`config.mk`:
```
export PLATFORM = sky130hd
export DESIGN_NAME = uart_autoflow_ctrl
export DESIGN_NICKNAME = d
export VERILOG_FILES = /design/src/rtl/afc_pkg.sv /design/src/rtl/afc_cts_sync.sv /design/src/rtl/afc_rts_hyst.sv /design/src/rtl/afc_tx_gate.sv /design/src/rtl/afc_cts_status.sv /design/src/rtl/uart_autoflow_ctrl.sv
export SDC_FILE = /design/constraint.sdc
export NUM_CORES = 1
export LEC_CHECK = 0
export BUFFER_PORTS_ARGS = -buffer_cell sky130_fd_sc_hd__buf_2
export CAP_MARGIN = 15
export CORE_AREA = 5 5 42 44
export CTS_BUF_LIST = sky130_fd_sc_hd__clkbuf_4 sky130_fd_sc_hd__clkbuf_8
export CTS_CLUSTER_SIZE = 20
export DETAILED_ROUTE_END_ITERATION = 12
export DIE_AREA = 0 0 47 49
export SKIP_LAST_GASP = 1
export SLEW_MARGIN = 5
export SYNTH_ARGS = -nofsm -noshare
export SYNTH_HDL_FRONTEND = slang
export SYNTH_SLANG_ARGS = --single-unit
```
`constraint.sdc`:
```
create_clock -name clk -period 3.8 [get_ports clk]
set_clock_uncertainty 0.2 [all_clocks]
set_input_delay 0.19 -clock clk [delete_from_list [all_inputs] [get_ports clk]]
set_output_delay 0.19 -clock clk [all_outputs]
set_load 0.02 [all_outputs]
```
`src/rtl/afc_pkg.sv`:
```
package afc_pkg;

    typedef enum logic [1:0] {
        TRIG_1  = 2'd0,
        TRIG_4  = 2'd1,
        TRIG_8  = 2'd2,
        TRIG_14 = 2'd3
    } trig_e;

    typedef struct packed {
        logic level;
        logic rise;
    } cts_evt_t;

    function automatic int unsigned rts_off_level(trig_e sel);
        case (sel)
            TRIG_1:  return 4;
            TRIG_4:  return 8;
            default: return 14;
        endcase
    endfunction

    function automatic int unsigned rts_on_level(trig_e sel);
        case (sel)
            TRIG_1:  return 0;
            TRIG_4:  return 1;
            TRIG_8:  return 4;
            default: return 8;
        endcase
    endfunction

endpackage

```
`src/rtl/afc_cts_sync.sv`:
```
module afc_cts_sync #(
    parameter int STAGES = 2
) (
    input  logic              clk,
    input  logic              rst,
    input  logic              cts_n,
    output afc_pkg::cts_evt_t evt
);
    logic [STAGES-1:0] sync_q;
    logic              last_q;

    always_ff @(posedge clk) begin
        if (rst) begin
            sync_q <= '0;
            last_q <= 1'b0;
        end else begin
            sync_q <= {sync_q[STAGES-2:0], cts_n};
            last_q <= sync_q[STAGES-1];
        end
    end

    always_comb begin
        evt.level = sync_q[STAGES-1];
        evt.rise  = sync_q[STAGES-1] & ~last_q;
    end
endmodule

```
`src/rtl/afc_rts_hyst.sv`:
```
module afc_rts_hyst #(
    parameter int CNT_W = 5
) (
    input  logic             clk,
    input  logic             rst,
    input  logic [CNT_W-1:0] rx_count,
    input  afc_pkg::trig_e   trig,
    input  logic             auto_en,
    input  logic             mcr_rts,
    output logic             rts_n
);
    import afc_pkg::*;

    logic             off_q;
    logic [CNT_W-1:0] off_lvl;
    logic [CNT_W-1:0] on_lvl;

    always_comb begin
        off_lvl = CNT_W'(rts_off_level(trig));
        on_lvl  = CNT_W'(rts_on_level(trig));
    end

    always_ff @(posedge clk) begin
        if (rst || !auto_en) begin
            off_q <= 1'b0;
        end else if (!off_q && rx_count >= off_lvl) begin
            off_q <= 1'b1;
        end else if (off_q && rx_count <= on_lvl) begin
            off_q <= 1'b0;
        end
    end

    assign rts_n = auto_en ? off_q : ~mcr_rts;
endmodule

```
`src/rtl/afc_tx_gate.sv`:
```
module afc_tx_gate (
    input  logic clk,
    input  logic rst,
    input  logic auto_en,
    input  logic cts_level,
    input  logic char_done,
    output logic tx_hold
);
    always_ff @(posedge clk) begin
        if (rst || !auto_en || !cts_level) begin
            tx_hold <= 1'b0;
        end else if (char_done) begin
            tx_hold <= 1'b1;
        end
    end
endmodule

```
`src/rtl/afc_cts_status.sv`:
```
module afc_cts_status (
    input  logic clk,
    input  logic rst,
    input  logic rise,
    input  logic auto_en,
    input  logic irq_en,
    input  logic clr,
    output logic flag
);
    always_ff @(posedge clk) begin
        if (rst) begin
            flag <= 1'b0;
        end else if (rise && auto_en && irq_en) begin
            flag <= 1'b1;
        end else if (clr) begin
            flag <= 1'b0;
        end
    end
endmodule

```
`src/rtl/uart_autoflow_ctrl.sv`:
```
module uart_autoflow_ctrl #(
    parameter int FIFO_DEPTH  = 16,
    parameter int SYNC_STAGES = 2,
    localparam int CNT_W      = $clog2(FIFO_DEPTH + 1)
) (
    input  logic             clk,
    input  logic             rst,
    input  logic [CNT_W-1:0] rx_count,
    input  logic [1:0]       trig_sel,
    input  logic             auto_rts_en,
    input  logic             auto_cts_en,
    input  logic             mcr_rts,
    input  logic             cts_n,
    input  logic             char_done,
    input  logic             cts_irq_en,
    input  logic             cts_clr,
    output logic             rts_n,
    output logic             tx_hold,
    output logic             cts_flag
);
    import afc_pkg::*;

    cts_evt_t cts_evt;
    trig_e    trig;

    assign trig = trig_e'(trig_sel);

    afc_cts_sync #(.STAGES(SYNC_STAGES)) sync_i (
        .clk   (clk),
        .rst   (rst),
        .cts_n (cts_n),
        .evt   (cts_evt)
    );

    afc_rts_hyst #(.CNT_W(CNT_W)) rts_i (
        .clk      (clk),
        .rst      (rst),
        .rx_count (rx_count),
        .trig     (trig),
        .auto_en  (auto_rts_en),
        .mcr_rts  (mcr_rts),
        .rts_n    (rts_n)
    );

    afc_tx_gate gate_i (
        .clk       (clk),
        .rst       (rst),
        .auto_en   (auto_cts_en),
        .cts_level (cts_evt.level),
        .char_done (char_done),
        .tx_hold   (tx_hold)
    );

    afc_cts_status stat_i (
        .clk     (clk),
        .rst     (rst),
        .rise    (cts_evt.rise),
        .auto_en (auto_cts_en),
        .irq_en  (cts_irq_en),
        .clr     (cts_clr),
        .flag    (cts_flag)
    );
endmodule

```
==> run summary, run 1 <==
crit path cell chain = dlygate4sd3_1 -> buf_2 -> nor2b_1 -> nand4b_1 -> nand2_1 -> dlygate4sd3_1
Final TNS setup = 0 ns
Initial Util = 0.262
Num Clock Sinks = 6
Hold Startpoint = auto_rts_en
Starting DRT DRC Count = 0
Seq pwr share = 0.420
CP peak stage delay = 0.53 ns
Hold Crit Class = input pin to flip-flop
drc violations = 0
register area = 120 µm²
first-pass GRT wire length = 1.26 mm
postcts setup bufs = 0
DRT Pass-1 Iters = 1
CTS clk-pin slew, worst paths = 0.05 ns
critical path required time = 3.79 ns
CTS max path bufs = 2
Die X = 47 µm
unrepaired setup endpoints after global routing = no
multi-input logic area = 228 µm²
final setup fails = 0
Worst setup SP type = input pin
fin nets = 91
Ys Warns = 0
number of I/O port buffers = 18
GRT Resource Usage Total = 0.0761
layout cell share with drive strength beyond 1 = 0.313
max-slew violations = 0
Synth area leader = dfxtp_1
Worst EP arrival = 1.78 ns
Crit Path Class = input pin to flip-flop
leakage power = 0.000296 µW
Core Box Area = 0.00140 mm²
Placed Instances = 74
crit share post-route = 0.473
gr ovfl total = 0
sequential fraction of the synthesis area = 0.328
#FFs+latches synth = 6
P&R area growth vs syn = 51.5%
fmax = 556 MHz
post-synthesis net count = 63
global placer's final weighted congestion = 0.709
later-pin clock latency in the skew report = 0.24 ns
wire per inst = 9.99 µm
clock network power share = 0.371
worst r2r src = sync_i.sync_q[1]
H-tree depth = 1
Logic pwr share = 0.209
routed vias/inst = 4.51
Distinct cells, synth = 19
top cell type's share of synthesized area = 0.328
Worst Tran Pin Value = 0.213 ns
initial antenna violation count = 0
Post-synth EDFFs = 0
min cycle time layout = 1.80 ns
Die Y = 49 µm
Layout Utilization = 0.396
number of global-route vias before repair = 358
DR vias = 374
total CTS buffers = 3
Fin. Hold Viols = 0
pwr dens = 284 mW/mm²
diodes inserted = 0
Root Driver = clkbuf_4
Slowest cell on crit path = dlygate4sd3_1
max-cap violation count = 0
fill count = 160
Synth area leaders = dfxtp_1 (33%), ha_1 (20%), nor2b_1 (8.5%)
Die ar. = 0.00230 mm²
Crit. End Element = flip-flop
most common library cells after synthesis = dfxtp_1 (6), ha_1 (6), nor2b_1 (5)
synthesized area = 367 µm²
Sw Pwr = 38.7 µW
main flop type after synthesis = dfxtp_1
Critical Path Start = rst
peak fanout along the critical path = 5
io pins = 19
final std cells w/o fill = 83
CTS tree = yes
WL final = 829 µm
worst vdd ir = 98.9 µV
CP dominant cell by count = dlygate4sd3_1
# rows = 14
largest net degree at the start of global routing = 7
max_slew headroom = 0.857
antenna-violating nets left = 0
internal power = 119 µW
status = finished clean
synthesized area per cell = 8.94 µm²
Switching Fraction = 0.246
Syn Inst Count = 41
Async SR Flop Fraction = 0
-- flip-flops by register name (all words and copies together), names as in the netlist --
name and count:
sync_i.last_q 1, gate_i.tx_hold 1, sync_i.sync_q 2, rts_i.off_q 1, stat_i.flag 1
-- layout by cell type, fill, tap and decap left out, drive strengths merged, types with 2 or more instances in the layout --
cell          n
dfxtp         6
dlygate4sd3   6
nand2         4
buf          18
inv           4
nand2b        2
clkbuf        3
nor2          2
ha            6
nor2b         5
-- worst max-delay path: cells and delay by family --
family	cells	cell delay, ns
buffers and inverters	3	1.21
AND/OR/NAND/NOR	3	0.38
-- what timing repair did --
item | CTS | global route
endpoints found under the hold margin | 5 | 0
hold buffers | 6 | 0
resized for setup | 0 | 0
-- power groups by stage --
stage	Clock, µW	Sequential (µW)	Combinational [µW]
detailed placement	0	67.3	29.6
global route	65.3	66.2	37.4
finish	58.5	66.1	32.9
global placement	0	67.2	29.0
CTS	62.9	66.1	33.3
floorplan	0	67.4	15.7
-- layout make-up --
cell class | count | share of cell area
clock buffers | 3 | 0.0405
inverters | 4 | 0.0270
multi-input cells | 30 | 0.410
flip-flops and latches | 6 | 0.216
well taps | 16 | 0.0360
repair buffers | 24 | 0.270
-- worst paths after layout --
check	depth (start not counted)	slack, ns	endpoint
worst max-delay path	6	2.00	stat_i.flag
worst min-delay path	3	0.02	rts_i.off_q
worst max register to register	4	2.33	stat_i.flag
worst min register to register	1	0.23	sync_i.sync_q[1]
-- cells by family (layout without fill, tap and decap cells) --
kind of cell / Yosys count / after routing / synth area share
and+or+nand+nor: 17 / 17 / 0.253
adders and majority gates: 6 / 6 / 0.205
AOI/OAI and AO/OA: 6 / 6 / 0.137
DFF: 6 / 6 / 0.328
buffers and inverters: 5 / 31 / 0.0512
muxes: 1 / 1 / 0.0273
-- per-stage QoR --
step	power (µW)	hold WS [ns]	cell area (µm²)	setup slack [ns]
after floorplan	83.1	0.0616	367	2.38
after global placement	96.2	0.206	473	2.16
after detailed placement	96.9	0.213	473	2.18
after CTS	162	0.0135	556	2.00
after global routing	169	0.0402	556	1.90
final	158	0.0196	556	2.00
-- routing by layer --
metal	global-route usage	share of wire
met5	0	0
met4	0.0553	0
met3	0.0221	0.11
met2	0.120	0.48
met1	0.0813	0.41
(Power assumes the default switching activity.)
==> run 2: changes to the inputs <==
- clock period: 3.8 -> 1.8 ns (I/O delays scaled with it)
==> run summary, run 2 (synthesis results as in run 1) <==
max-cap violation count = 0
CP peak stage delay = 0.54 ns
postcts setup bufs = 0
crit share post-route = 0.922
Power Total = 330 µW
P&R area growth vs syn = 54.9%
final std cells w/o fill = 84
most frequent cells in the layout = buf_2 (18), dlygate4sd3_1 (7), ha_1 (6), dfxtp_1 (6)
WL final = 818 µm
Num Clock Sinks = 6
DRT Pass-1 Iters = 4
io pins = 19
gr ovfl total = 0
Hold Crit Class = input pin to flip-flop
initial antenna violation count = 0
first-pass GRT wire length = 1.37 mm
Fin. Hold Viols = 0
routed vias/inst = 4.62
hpwl dp = 675 µm
diodes inserted = 0
register with the most flip-flops = sync_i.sync_q
unrepaired setup endpoints after global routing = no
Worst EP arrival = 1.64 ns
CTS tree = yes
min cycle time layout = 1.66 ns
antenna-violating nets left = 0
total CTS buffers = 3
Starting DRT DRC Count = 3
Root Driver = clkbuf_4
delay-heaviest family, CP = buffers and inverters
DR vias = 388
global placer's final weighted congestion = 0.709
layout cell share with drive strength beyond 1 = 0.324
fill count = 164
status = finished clean
CTS clk-pin slew, worst paths = 0.04 ns
Final TNS setup = 0 ns
CP dominant cell by count = dlygate4sd3_1
number of flip-flops under the largest register name = 2
critical path required time = 1.78 ns
# rows = 14
Die ar. = 0.00230 mm²
number of global-route vias before repair = 377
Placed Instances = 74
number of I/O port buffers = 18
Die X = 47 µm
leakage power = 0.000300 µW
GRT Resource Usage Total = 0.0818
Crit. End Element = flip-flop
Crit Path Class = input pin to flip-flop
worst vdd ir = 176 µV
Worst setup SP type = input pin
max_slew headroom = 0.848
commonest non-fill, non-tap cell in the layout = buf_2
H-tree depth = 1
largest net degree at the start of global routing = 7
Initial Util = 0.262
fmax = 603 MHz
later-pin clock latency in the skew report = 0.24 ns
Worst Tran Pin Value = 0.227 ns
final setup fails = 0
Slowest cell on crit path = dlygate4sd3_1
peak fanout along the critical path = 5
drc violations = 0
Core Box Area = 0.00140 mm²
pwr dens = 581 mW/mm²
max-slew violations = 0
final hold slack = 0.0119 ns
CP bufs+invs = 3
fin nets = 92
wire per inst = 9.74 µm
Die Y = 49 µm
CTS max path bufs = 2
crit path cell chain = dlygate4sd3_1 -> buf_2 -> nor2b_2 -> nand4b_1 -> nand2_1 -> dlygate4sd3_1
## run 2: layout make-up
class | instances | area [µm²] | area share
well taps | 16 | 20.0 | 0.0352
inverters | 4 | 15.0 | 0.0264
flip-flops and latches | 6 | 120 | 0.211
multi-input cells | 30 | 230 | 0.405
clock buffers | 3 | 22.5 | 0.0396
repair buffers | 25 | 160 | 0.282
## run 2: repair_timing
| item | CTS | global route |
|---|---|---|
| hold buffers | 7 | 0 |
| resized for setup | 0 | 1 |
| endpoints found under the hold margin | 6 | 0 |
| endpoints found under the setup margin | 0 | 1 |
## run 2: metal layers
metal	share of wire	up-vias	track usage
met1	0.38	172	0.0861
met4	0	0	0.0645
met2	0.49	16	0.124
met3	0.13	0	0.0295
met5	0	-	0
li1	-	200	-
## run 2: metrics by stage
stage,util,instance area (µm²),worst slack (ns)
3_5_place_dp,0.338,473,0.273
3_3_place_gp,0.338,473,0.266
6_report,0.405,568,0.140
5_1_grt,0.405,568,0.0521
2_1_floorplan,-,367,0.476
4_1_cts,0.404,566,0.0897
## run 2: worst min-delay path, delay by kind of cell
family	cells	cell delay (ns)
and+or+nand+nor	2	0.19
buffers and inverters	1	0.10
## run 2: power by group
group / internal, µW / switching (µW) / leakage (µW)
Combinational: 39.2 / 32.9 / 0.000237
Sequential: 138 / 1.40 / 0.0000491
Clock: 75.1 / 43.3 / 0.0000138
## run 2: path summary, 6_finish.rpt
path / from / end / slack (ns) / cells after the start
max: rst / stat_i.flag / 0.14 / 6
min: rx_count[4] / rts_i.off_q / 0.01 / 3
max reg2reg: sync_i.sync_q[1] / stat_i.flag / 0.35 / 4
min reg2reg: sync_i.sync_q[0] / sync_i.sync_q[1] / 0.23 / 1
==> run 3: changes to the inputs <==
- CORE_AREA: 5 5 42 44 -> 8 8 45 47
- DIE_AREA: 0 0 47 49 -> 0 0 53 55
==> run summary, run 3 (synthesis results as in run 1) <==
Layout Utilization = 0.418
total CTS buffers = 3
min cycle time layout = 1.68 ns
max-cap violation count = 0
antenna-violating nets left = 0
CTS max path bufs = 2
unrepaired setup endpoints after global routing = no
GRT Resource Usage Total = 0.0761
drc violations = 0
largest net degree at the start of global routing = 7
DR vias = 389
Core Box Area = 0.00138 mm²
Worst EP arrival = 1.66 ns
Final TNS setup = 0 ns
number of I/O port buffers = 18
later-pin clock latency in the skew report = 0.23 ns
Starting DRT DRC Count = 5
Worst R2R Path Depth = 4
diodes inserted = 0
final setup fails = 0
Fin. Hold Viols = 0
pwr dens = 568 mW/mm²
Crit Path Class = input pin to flip-flop
most frequent cells in the layout = buf_2 (18), dlygate4sd3_1 (8), ha_1 (6), dfxtp_1 (6)
max_slew headroom = 0.842
crit share post-route = 0.931
Worst Tran Pin Value = 0.235 ns
Die ar. = 0.00292 mm²
commonest non-fill, non-tap cell in the layout = buf_2
worst vdd ir = 232 µV
first-pass GRT wire length = 1.61 mm
hold path endpoint = rts_i.off_q
number of global-route vias before repair = 393
Num Clock Sinks = 6
gr ovfl total = 0
routed vias/inst = 4.58
worst r2r src = sync_i.sync_q[1]
Worst setup SP type = input pin
postcts setup bufs = 0
critical path required time = 1.78 ns
Die X = 53 µm
CTS tree = yes
slack of the worst reg-to-reg path = 0.35 ns
leakage power = 0.000305 µW
H-tree depth = 1
global placer's final weighted congestion = 0.675
Initial Util = 0.265
hpwl dp = 735 µm
R2R Path End = stat_i.flag
DRT Pass-1 Iters = 4
fmax = 596 MHz
max-slew violations = 0
Hold Startpoint = rx_count[4]
initial antenna violation count = 0
hold path cells = 3
P&R area growth vs syn = 57.7%
Hold Crit Class = input pin to flip-flop
register with the most flip-flops = sync_i.sync_q
io pins = 19
layout cell share with drive strength beyond 1 = 0.319
number of flip-flops under the largest register name = 2
WL final = 910 µm
# rows = 14
Root Driver = clkbuf_4
CTS clk-pin slew, worst paths = 0.04 ns
peak fanout along the critical path = 5
fin nets = 93
Die Y = 55 µm
status = finished clean
Crit. End Element = flip-flop
wire per inst = 10.7 µm
run 3: worst max-delay path, cell delays in order:
cell,delay (ns)
dlygate4sd3_1,0.53
buf_2,0.15
nor2b_2,0.16
nand4b_1,0.13
nand2_1,0.07
dlygate4sd3_1,0.53
run 3: cell type report:
cell class	instances	area (µm²)
Tap cell	16	20.0
Clock buffer	3	22.5
Inverter	4	15.0
Sequential cell	6	120
Multi-Input combinational cell	30	230
Fill cell	153	806
Timing Repair Buffer	26	170
run 3: worst max-delay path by stage:
| stage | end | cells after the start | from |
|---|---|---|---|
| after detailed placement | rts_i.off_q | 6 | trig_sel[1] |
| final | stat_i.flag | 6 | rst |
| after global routing | stat_i.flag | 6 | rst |
| after CTS | stat_i.flag | 6 | rst |
| after floorplan | rts_i.off_q | 5 | trig_sel[1] |
| after global placement | rts_i.off_q | 6 | trig_sel[1] |
run 3: metrics by stage:
step	worst slack, ns	total power, µW	instances	cell area (µm²)	hold slack, ns
final	0.123	328	85	578	0.0304
after global routing	0.0584	356	85	578	0.000618
after CTS	0.0635	335	85	576	0.00943
after detailed placement	0.268	205	74	473	0.114
after global placement	0.256	204	74	473	0.103
after floorplan	0.476	175	41	367	-0.0384
run 3: where the power goes:
part,switching [µW],total (µW),internal (µW)
Sequential,1.53,140,138
Clock,40.8,116,74.9
Combinational,32.6,73.0,40.4
run 3: per-layer routing:
| layer | global-route usage | up-vias | part of all wire |
|---|---|---|---|
| met1 | 0.0673 | 168 | 0.37 |
| li1 | - | 203 | - |
| met4 | 0.0388 | 0 | 0 |
| met2 | 0.125 | 18 | 0.48 |
| met5 | 0 | - | 0 |
| met3 | 0.0588 | 0 | 0.14 |
run 3: what timing repair did:
item,CTS,global route
endpoints found under the hold margin,6,0
gates resized for setup,0,1
hold buffers,8,0
endpoints found under the setup margin,0,1
